File: src/rtl/dcb_pkg.sv
package dcb_pkg;
    localparam int DATA_W = 32;
    localparam int ADDR_W = 2;
    localparam int COEF_W = 16;

    typedef enum logic [ADDR_W-1:0] {
        REG_RUN  = 2'd0,
        REG_STAT = 2'd1,
        REG_OVR  = 2'd2,
        REG_COEF = 2'd3
    } reg_addr_e;

    typedef struct packed {
        logic              pend;
        logic [DATA_W-1:0] rdata;
    } hif_st_t;

    typedef struct packed {
        logic              go;
        logic              ovr;
        logic [COEF_W-1:0] coef;
    } stage_st_t;

    typedef struct packed {
        logic              busy;
        logic              ovr;
        logic [COEF_W-1:0] coef;
    } seq_st_t;
endpackage

File: src/rtl/dcb_host_if.sv
module dcb_host_if
    import dcb_pkg::*;
(
    input  logic              clk,
    input  logic              rst_n,
    input  logic              rd,
    input  logic              wr,
    input  logic [ADDR_W-1:0] addr,
    input  logic [DATA_W-1:0] wdata,
    input  logic              go,
    input  logic              busy,
    output logic              wr_run,
    output logic              wr_ovr,
    output logic              wr_coef,
    output logic [DATA_W-1:0] rdata,
    output logic              waitreq
);
    hif_st_t st_d, st_q;

    always_comb begin
        st_d = st_q;
        wr_run  = 1'b0;
        wr_ovr  = 1'b0;
        wr_coef = 1'b0;
        if (wr) begin
            case (reg_addr_e'(addr))
                REG_RUN:  wr_run  = 1'b1;
                REG_OVR:  wr_ovr  = 1'b1;
                REG_COEF: wr_coef = 1'b1;
                default:  ;
            endcase
        end
        if (st_q.pend) begin
            st_d.pend = 1'b0;
        end else if (rd) begin
            st_d.pend  = 1'b1;
            st_d.rdata = '0;
            case (reg_addr_e'(addr))
                REG_RUN:  st_d.rdata[0] = go;
                REG_STAT: st_d.rdata[0] = busy;
                default:  ;
            endcase
        end
    end

    always_ff @(posedge clk) begin
        if (!rst_n) st_q <= '0;
        else        st_q <= st_d;
    end

    assign rdata   = st_q.rdata;
    assign waitreq = rd & ~st_q.pend;
endmodule

File: src/rtl/dcb_stage.sv
module dcb_stage
    import dcb_pkg::*;
(
    input  logic              clk,
    input  logic              rst_n,
    input  logic              wr_run,
    input  logic              wr_ovr,
    input  logic              wr_coef,
    input  logic [DATA_W-1:0] wdata,
    output logic              go,
    output logic              ovr,
    output logic [COEF_W-1:0] coef
);
    stage_st_t st_d, st_q;

    always_comb begin
        st_d = st_q;
        if (wr_run)  st_d.go   = wdata[0];
        if (wr_ovr)  st_d.ovr  = wdata[0];
        if (wr_coef) st_d.coef = wdata[COEF_W-1:0];
    end

    always_ff @(posedge clk) begin
        if (!rst_n) st_q <= '0;
        else        st_q <= st_d;
    end

    assign go   = st_q.go;
    assign ovr  = st_q.ovr;
    assign coef = st_q.coef;
endmodule

File: src/rtl/dcb_frame_seq.sv
module dcb_frame_seq
    import dcb_pkg::*;
(
    input  logic              clk,
    input  logic              rst_n,
    input  logic              req,
    input  logic              done,
    input  logic              go,
    input  logic              stg_ovr,
    input  logic [COEF_W-1:0] stg_coef,
    output logic              grant,
    output logic              busy,
    output logic              shd_ovr,
    output logic [COEF_W-1:0] shd_coef
);
    seq_st_t st_d, st_q;
    logic    grant_c;

    always_comb begin
        st_d    = st_q;
        grant_c = req & go & ~st_q.busy;
        if (grant_c) begin
            st_d.busy = 1'b1;
            st_d.ovr  = stg_ovr;
            st_d.coef = stg_coef;
        end else if (st_q.busy && done) begin
            st_d.busy = 1'b0;
        end
    end

    always_ff @(posedge clk) begin
        if (!rst_n) st_q <= '0;
        else        st_q <= st_d;
    end

    assign grant    = grant_c;
    assign busy     = st_q.busy;
    assign shd_ovr  = st_q.ovr;
    assign shd_coef = st_q.coef;
endmodule

File: src/rtl/deint_ctl_bank.sv
module deint_ctl_bank
    import dcb_pkg::*;
(
    input  logic              clk,
    input  logic              rst_n,
    input  logic              host_rd,
    input  logic              host_wr,
    input  logic [ADDR_W-1:0] host_addr,
    input  logic [DATA_W-1:0] host_wdata,
    output logic [DATA_W-1:0] host_rdata,
    output logic              host_wait,
    input  logic              frm_req,
    output logic              frm_grant,
    input  logic              frm_done,
    output logic              shd_override,
    output logic [COEF_W-1:0] shd_coef
);
    logic              wr_run, wr_ovr, wr_coef;
    logic              stg_go, stg_ovr;
    logic [COEF_W-1:0] stg_coef;
    logic              busy;

    dcb_host_if u_hif (
        .clk     (clk),
        .rst_n   (rst_n),
        .rd      (host_rd),
        .wr      (host_wr),
        .addr    (host_addr),
        .wdata   (host_wdata),
        .go      (stg_go),
        .busy    (busy),
        .wr_run  (wr_run),
        .wr_ovr  (wr_ovr),
        .wr_coef (wr_coef),
        .rdata   (host_rdata),
        .waitreq (host_wait)
    );

    dcb_stage u_stage (
        .clk     (clk),
        .rst_n   (rst_n),
        .wr_run  (wr_run),
        .wr_ovr  (wr_ovr),
        .wr_coef (wr_coef),
        .wdata   (host_wdata),
        .go      (stg_go),
        .ovr     (stg_ovr),
        .coef    (stg_coef)
    );

    dcb_frame_seq u_seq (
        .clk      (clk),
        .rst_n    (rst_n),
        .req      (frm_req),
        .done     (frm_done),
        .go       (stg_go),
        .stg_ovr  (stg_ovr),
        .stg_coef (stg_coef),
        .grant    (frm_grant),
        .busy     (busy),
        .shd_ovr  (shd_override),
        .shd_coef (shd_coef)
    );
endmodule

File: config.mk
export PLATFORM = sky130hd
export DESIGN_NAME = deint_ctl_bank
export DESIGN_NICKNAME = d
export VERILOG_FILES = /design/src/rtl/dcb_pkg.sv /design/src/rtl/dcb_host_if.sv /design/src/rtl/dcb_stage.sv /design/src/rtl/dcb_frame_seq.sv /design/src/rtl/deint_ctl_bank.sv
export SDC_FILE = /design/constraint.sdc
export NUM_CORES = 1
export LEC_CHECK = 0
export ABC_CLOCK_PERIOD_IN_PS = 2100
export BUFFER_PORTS_ARGS = -buffer_cell sky130_fd_sc_hd__buf_2
export CAP_MARGIN = 5
export CORE_AREA = 4 4 68 70
export DETAILED_ROUTE_END_ITERATION = 12
export DIE_AREA = 0 0 72 74
export PLACE_DENSITY = 0.75
export SYNTH_ARGS = -nofsm -noshare
export SYNTH_HDL_FRONTEND = slang
export SYNTH_HIERARCHICAL = 1
export SYNTH_SLANG_ARGS = --single-unit
export TNS_END_PERCENT = 100
File: constraint.sdc
create_clock -name clk -period 2.1 [get_ports clk]
set_input_delay 0.42 -clock clk [delete_from_list [all_inputs] [get_ports clk]]
set_output_delay 0.42 -clock clk [all_outputs]
set_load 0.005 [all_outputs]
* Word level (Yosys, flattened, before mapping)
Cells that the tools add are included.
** Word-level totals
- Register bits :: 38
- Word-level logic and storage cells :: 32
** Operators by class
- Equal/unequal tests :: 3
- Multiplexer cells :: 10
- Bitwise gates (word level) :: 6
- Reduce and logical (&&, ||, !) cells :: 5
** Operator list (number)
- $mux 33 :: 1
- $mux 1 :: 8
- $eq 2x2->1 const B :: 2
- $and 1x1->1 :: 3
- $not 1->1 :: 3
- $eq 2x1->1 const B :: 1
- $logic_not 2->1 :: 1
- $pmux 1 s2 :: 1
- $reduce_and 2->1 :: 1
- $reduce_bool 2->1 :: 1
- $reduce_or 2->1 :: 1
- $logic_and 1x1->1 :: 1

* Depth between registers and ports, before layout
Gate-level depths: netlist of the first run.
- Word-level depth :: 3
- Mapped depth :: 5
- Gate-level depth less buffers :: 4

* Cells and area by module
The synthesis of the first run kept the hierarchy.
** Modules (own cells, without submodules)
- dcb_frame_seq :: instances 1, cells an instance 78, area an instance 734.5 um^2, seq. area each 360.3 um^2
- dcb_stage :: instances 1, cells an instance 57, area an instance 688.2 um^2, seq. area each 360.3 um^2
- dcb_host_if :: instances 1, cells an instance 45, area an instance 352.8 um^2, seq. area each 40.0 um^2

* Worst setup path after synthesis of the first run
No wires, ideal clock.
- Kind :: input to output
- Start point :: input port frm_req
- End point :: output port frm_grant
- Arrival time :: 875 ps
- Data required time :: 1680 ps
- Slack :: 805 ps
- Cell stages on the path :: 3
- Buffers on the path :: 2
- Cell sequence :: and3b_1 > buf_6 > buf_12
** Between the ends
- Cells in the longest elaborated chain, start to end :: 2
** RTL lines
- start: declaration :: RTL line deint_ctl_bank.sv:12 : input logic frm_req,
- $and 1x1->1 (2 in a row) :: RTL line dcb_frame_seq.sv:21 : grant_c = req & go & ~st_q.busy;
- end: declaration :: RTL line deint_ctl_bank.sv:13 : output logic frm_grant,
Every way passes these cells.

* Worst setup path after layout of the first run
- Start point :: register u_seq.st_q, in the netlist u_seq/busy
- End point :: output port frm_grant
** Between the ends
- Cells in the longest elaborated chain, start to end :: 2
** RTL lines
- start: declaration :: RTL line dcb_frame_seq.sv:16 : seq_st_t st_d, st_q;
- start signal: assignment :: RTL line dcb_frame_seq.sv:33 : else st_q <= st_d;
- $not 1->1 :: RTL line dcb_frame_seq.sv:21
- $and 1x1->1 :: RTL line dcb_frame_seq.sv:21
Every way passes these cells.

==> impl_metrics.env, run 1 <==
export IMPL_status="completed"
export IMPL_syn_area_per_cell_sq_um=9.86
export IMPL_ctsResizeCount=0
export IMPL_critPathMaxStageDelay_ns=0.32
export IMPL_synth_compound_area_share_pct=0.775
export IMPL_clk_pin_slew_ns=0.07
export IMPL_synth_simple_gate_area_share_pct=17.5
export IMPL_drt_vias_per_instance=4.25
export IMPL_endpoint_kind="output pin"
export IMPL_yosysTopAreaCell="dfxtp_1"
export IMPL_synthMuxAreaShare_pct=20.3
export IMPL_cts_max_level=2
export IMPL_grt_pass1_wl_mm=4.75
export IMPL_overflow=0
export IMPL_power_density_nw_per_um2=715
export IMPL_yosysTopAreaCellShare_pct=42.8
export IMPL_worstSetupPathType="register to output pin"
export IMPL_drt_total_wl_mm=3.02
export IMPL_tightest_slew_ns=0.530
export IMPL_crit_fanout=3
export IMPL_cts_root_buf="clkbuf_8"
export IMPL_ys_seq_area_share_pct=42.8
export IMPL_hold_path_depth=3
export IMPL_worstReg2RegEnd="u_seq/shd_coef[0]"
export IMPL_dieArea_sq_um=5330
export IMPL_crit_chain="and3b_1 -> buf_2"
export IMPL_finalSetupTns_ns=0
export IMPL_netlist_instances=180
export IMPL_synthXorXnorAreaFrac_pct=0
export IMPL_grt_pass1_vias=1061
export IMPL_yosysWarningCount=6
export IMPL_crit_slowest_cell="dfxtp_1"
export IMPL_n_antenna_cell=0
export IMPL_area_growth_pct=11.8
export IMPL_synth_area_sq_um=1780
export IMPL_slew_headroom_pct=64.7
export IMPL_wl_per_cell_microns=11.1
export IMPL_io_buffers=43
export IMPL_dpl_hpwl_mm=2.20
export IMPL_grt_usage_pct=11.6
export IMPL_rsz0062_at_grt="false"
export IMPL_fin_nets=262
export IMPL_setup_viol=0
export IMPL_cts_buffer_depth=2
export IMPL_synth_top_family_by_area="multiplexers"
export IMPL_io_pin_count=91
export IMPL_finalHoldViolCount=0
export IMPL_p_leak_nw=0.843
export IMPL_cts_hold_buffers_added=0
export IMPL_gp_congestion=0.636
export IMPL_synth_seq_cells=38
export IMPL_final_area_sq_um=1980
export IMPL_cts_made_buffers=5
export IMPL_grt_max_degree=34
export IMPL_ant_nets=0
export IMPL_critPathLaunchType="register"
export IMPL_cp_startpoint="u_seq/busy"
export IMPL_cp_required_ns=1.68
export IMPL_worst_hold_slack_ns=0.394
export IMPL_drive_gt1_share_pct=25.6
export IMPL_tritoncts="done"
export IMPL_ir_drop_mv=0.397
export IMPL_fp_dieH_microns=74
export IMPL_min_path_type="primary input to register"
export IMPL_arrival_ns=1.01
export IMPL_cts_sinks=38
export IMPL_synth_area_leaders="dfxtp_1 (43%), mux2i_1 (20%), buf_4 (14%)"
export IMPL_finalClockSkew_ns=0.00211
export IMPL_r2r_slack_ns=0.96
export IMPL_drc=0
export IMPL_rr_startpoint="u_seq/busy"
export IMPL_fin_crit_ns=1.43
export IMPL_period_share_pct=68.2
export IMPL_synthDistinctLibCells=19
export IMPL_clock_latency_ns=0.28
export IMPL_drt_pass1_iter_count=4
export IMPL_first_iter_violations=24
export IMPL_endpoint="frm_grant"
export IMPL_cap_violations=0
export IMPL_cts_setup_buffers=0
export IMPL_rows=23
export IMPL_postPlaceCellArea_sq_um=1870
export IMPL_vias=1160
export IMPL_antenna_found_initial=0
export IMPL_initial_core_util_pct=44.7
export IMPL_ff2ff_path_depth=3
export IMPL_core_sq_um=3970
export IMPL_maxSlewViolCount=0
export IMPL_synthAdderAreaFrac_pct=0
export IMPL_clock_fmax_mhz=698
export IMPL_die_w_microns=72
-- where the power goes --
group	leakage, nW	switching (mW)	total [mW]	internal [mW]
sequential	0.308	0.00694	0.741	0.734
combinational	0.478	0.0579	0.107	0.0488
clock	0.0575	0.240	0.571	0.331
-- how the worst min path moves through the flow --
stage,startpoint,to,slack [ns]
global route,host_wdata[8],u_stage/coef[8],0.39
finish,host_wdata[3],u_stage/coef[3],0.39
detailed placement,u_seq/shd_coef[10],u_seq/shd_coef[10],0.44
global placement,u_seq/shd_coef[6],u_seq/shd_coef[6],0.44
CTS,host_wdata[14],u_stage/coef[14],0.38
floorplan,u_stage/coef[0],u_seq/shd_coef[0],0.44
-- metrics by stage --
step	util (%)	power, mW	setup WS [ns]	std cells
final	50.0	1.42	0.668	273
after global routing	50.0	1.49	0.613	273
after CTS	50.0	1.44	0.640	273
after detailed placement	47.2	0.865	0.575	265
after global placement	47.2	0.862	0.595	265
after floorplan	-	0.872	0.805	210
-- flip-flops by register name, summed over array words and instances (netlist names) --
register / flops
u_stage/coef: 16
u_seq/shd_ovr: 1
u_seq/shd_coef: 16
u_stage/go: 1
u_stage/ovr: 1
u_hif/st_q: 1
u_seq/busy: 1
u_hif/rdata: 1
-- cells in the final DEF (no fill, tap or decap) --
master	n
and3b_1	1
nor2b_1	18
and3_2	1
nor2b_2	2
nand2_1	36
buf_4	2
mux2i_1	36
conb_1	31
nor2_1	1
nor3b_1	1
dfxtp_1	38
clkbuf_8	8
and2_1	1
o22ai_1	1
buf_12	1
buf_2	43
o21a_1	1
nand4bb_1	1
-- cells by family after synthesis --
family                 after synthesis
and+or+nand+nor                     62
muxes                               36
AOI/OAI and AO/OA                    2
other                                1
buffers and inverters               41
DFF                                 38
-- worst max-delay path: cells and delay by family (launching register included) --
| kind | cells | cell delay [ns] |
|---|---|---|
| buf+inv | 1 | 0.14 |
| flops | 1 | 0.32 |
| simple gates | 1 | 0.28 |
-- routing by layer --
layer,track usage [%],wire length [microns],share of wire (%)
met2,19.1,1390,46
met5,0,0,0
met4,5.64,54,1.8
met1,13.4,1300,43
met3,4.59,274,9.1
-- final cells by class --
cell class | instances | area [sq um]
tap | 50 | 62.6
clock buffer | 8 | 110
fill | 400 | 1990
timing repair buffer | 46 | 250
sequential | 38 | 761
multi-input combinational | 131 | 801
-- Yosys cell counts (all sizes together) --
| cell type | number |
|---|---|
| buf | 40 |
| dfxtp | 38 |
| mux2i | 36 |
| nand2 | 36 |
| nor2b | 20 |
| and2 | 1 |
| and3 | 1 |
| and3b | 1 |
| clkbuf | 1 |
| conb | 1 |
| nand4bb | 1 |
| nor2 | 1 |
| nor3b | 1 |
| o21a | 1 |
| o22ai | 1 |
Power figures use the tool's default switching activity.
==> inputs of run 2 (changes only) <==
--- a/config.mk
+++ b/config.mk
@@ -5,13 +5,14 @@
 export SDC_FILE = /design/constraint.sdc
 export NUM_CORES = 1
 export LEC_CHECK = 0
-export ABC_CLOCK_PERIOD_IN_PS = 2100
+export ABC_AREA = 1
+export ABC_CLOCK_PERIOD_IN_PS = 1300
 export BUFFER_PORTS_ARGS = -buffer_cell sky130_fd_sc_hd__buf_2
 export CAP_MARGIN = 5
-export CORE_AREA = 4 4 68 70
+export CORE_AREA = 4 4 73 75
 export DETAILED_ROUTE_END_ITERATION = 12
-export DIE_AREA = 0 0 72 74
-export PLACE_DENSITY = 0.75
+export DIE_AREA = 0 0 77 79
+export PLACE_DENSITY = 0.7
 export SYNTH_ARGS = -nofsm -noshare
 export SYNTH_HDL_FRONTEND = slang
 export SYNTH_HIERARCHICAL = 1
==> constraint.sdc (replaced) <==
create_clock -name clk -period 1.3 [get_ports clk]
set_input_delay 0.26 -clock clk [delete_from_list [all_inputs] [get_ports clk]]
set_output_delay 0.26 -clock clk [all_outputs]
set_load 0.005 [all_outputs]
==> impl_metrics.env, run 2 <==
export IMPL_status="completed"
export IMPL_dr_wl_met2_mm=1.68
export IMPL_power_density_nw_per_um2=1280
export IMPL_fin_nets=363
export IMPL_drt_vias_per_instance=3.95
export IMPL_tritoncts="done"
export IMPL_met3_wirelength_microns=195
export IMPL_finish_utilization_pct=46.1
export IMPL_worstSetupPathType="register to output pin"
export IMPL_io_buffers=43
export IMPL_critPathMaxStageDelay_ns=0.36
export IMPL_yosysTopAreaCellShare_pct=40.8
export IMPL_area_growth_pct=15.2
export IMPL_cp_num_buf_inv=3
export IMPL_worstReg2RegEnd="u_seq/shd_ovr"
export IMPL_grt_pass1_wl_mm=5.39
export IMPL_cts_max_level=2
export IMPL_top_layer="met4"
export IMPL_overflow=0
export IMPL_cp_required_ns=1.04
export IMPL_io_pin_count=91
export IMPL_synth_ff_type="dfxtp_1"
export IMPL_ys_seq_area_share_pct=40.8
export IMPL_dieArea_sq_um=6080
export IMPL_worst_hold_slack_ns=0.231
export IMPL_drive_gt1_share_pct=19.4
export IMPL_finalSetupTns_ns=0
export IMPL_n_antenna_cell=0
export IMPL_endpoint="frm_grant"
export IMPL_grt_usage_pct=11.1
export IMPL_antenna_found_initial=0
export IMPL_crit_chain="inv_2 -> nand3_4 -> inv_1 -> buf_2"
export IMPL_rr_startpoint="u_seq/busy"
export IMPL_min_path_type="primary input to register"
export IMPL_ff2ff_path_depth=7
export IMPL_wl_per_cell_microns=8.92
export IMPL_synth_seq_cells=38
export IMPL_wl_met1_mm=1.42
export IMPL_die_w_microns=77
export IMPL_p_total_mw=2.74
export IMPL_arrival_ns=0.94
export IMPL_final_cells=378
export IMPL_synth_area_sq_um=1860
export IMPL_crit_fanout=2
export IMPL_cts_buffer_depth=2
export IMPL_r2r_slack_ns=0.19
export IMPL_rows=25
export IMPL_fin_crit_ns=1.20
export IMPL_final_setup_worst_slack_ns=0.103
export IMPL_vias=1493
export IMPL_endpoint_kind="output pin"
export IMPL_dpl_hpwl_mm=2.39
export IMPL_placedCellCount=369
export IMPL_rsz0062_at_grt="false"
export IMPL_async_flop_share_pct=0
export IMPL_initial_core_util_pct=40.0
export IMPL_clock_fmax_mhz=835
export IMPL_drt_total_wl_mm=3.37
export IMPL_clk_pin_slew_ns=0.07
export IMPL_maxSlewViolCount=0
export IMPL_period_share_pct=92.1
export IMPL_finalHoldViolCount=0
export IMPL_cp_startpoint="u_seq/busy"
export IMPL_mostFrequentLayoutCell="nand2_1"
export IMPL_ir_drop_mv=0.648
export IMPL_drt_pass1_iter_count=4
export IMPL_cts_made_buffers=5
export IMPL_cp_top_family="flip-flops"
export IMPL_critPathLaunchType="register"
export IMPL_pre_cts_ws_ns=0.196
export IMPL_gp_congestion=0.758
export IMPL_ant_nets=0
export IMPL_first_iter_violations=85
export IMPL_path_depth=4
export IMPL_grt_max_degree=25
export IMPL_cap_violations=0
export IMPL_yosysTopAreaCell="dfxtp_1"
export IMPL_crit_slowest_cell="dfxtp_1"
export IMPL_synth_most_common_cell="nand2_1"
export IMPL_drc=0
export IMPL_grt_pass1_vias=1321
export IMPL_setup_viol=0
export IMPL_netlist_instances=279
export IMPL_postPlaceCellArea_sq_um=2000
export IMPL_fp_dieH_microns=79
export IMPL_cts_hold_buffers_added=0
export IMPL_core_sq_um=4660
export IMPL_final_cell_mix="nand2_1 (74), nor2_1 (72), buf_2 (43), inv_1 (39), dfxtp_1 (38)"
export IMPL_p_leak_nw=1.28
export IMPL_syn_area_per_cell_sq_um=6.68
export IMPL_synth_area_leaders="dfxtp_1 (41%), nand2_1 (15%), nor2_1 (15%)"
export IMPL_clock_latency_ns=0.28
export IMPL_synthDistinctLibCells=17
export IMPL_final_area_sq_um=2150
export IMPL_synth_common_cells="nand2_1 (74), nor2_1 (73), inv_1 (39), dfxtp_1 (38), buf_4 (34)"
export IMPL_cts_root_buf="clkbuf_8"
export IMPL_finalClockSkew_ns=0.00524
export IMPL_synth_edf_count=0
export IMPL_yosysWarningCount=6
export IMPL_cts_sinks=38
run 2: cell types whose count changed after synthesis, sizes merged, moves of 2 or more:
cell   change
nor2b     -20
nand2     +38
mux2i     -36
buf        +2
nor3       +2
nand3      +3
nor2      +73
inv       +41
run 2: how the worst min path moves through the flow:
stage	end	slack (ns)	cells after the start	start
2_1_floorplan	u_hif/st_q[32]	0.39	2	rst_n
3_3_place_gp	u_stage/coef[3]	0.46	2	u_stage/coef[3]
3_5_place_dp	u_stage/coef[1]	0.46	2	u_stage/coef[1]
4_1_cts	u_seq/busy	0.22	3	frm_done
5_1_grt	u_seq/busy	0.21	3	frm_done
6_report	u_seq/busy	0.23	3	frm_done
run 2: cells by family after synthesis:
group | after synthesis | synth area share [%]
buffers and inverters | 84 | 26.0
AO/OA/AOI/OAI | 2 | 0.671
other | 1 | 0.201
flip-flops | 38 | 40.8
AND/OR/NAND/NOR | 154 | 32.3
run 2: repair_timing:
action,in CTS,in global routing
setup buffers,1,0
gates resized for setup,0,0
setup endpoints to repair,1,0
run 2: report_power, final:
group,internal (mW),switching (mW)
clock,0.819,0.409
sequential,1.22,0.0258
combinational,0.112,0.156
total,2.15,0.591
run 2: layout make-up:
type	count	area, sq um
Inverter	42	158
Sequential cell	38	761
Tap cell	54	67.6
Multi-Input combinational cell	187	733
Clock inverter	2	60.1
Fill cell	499	2510
Clock buffer	6	82.6
Timing Repair Buffer	49	285
run 2: worst reg2reg max path: stages (launching register included):
cell and delay, ns:
dfxtp_1 0.36, inv_2 0.06, nand3_4 0.08, buf_4 0.19, buf_12 0.17, nand2_1 0.06
nand2_1 0.05, nor2_1 0.04
run 2: routing by layer:
metal  vias up  track usage [%]
li1        816                -
met2        41             21.0
met1       629             11.2
met5         -                0
met4         0             6.41
met3         7             2.27
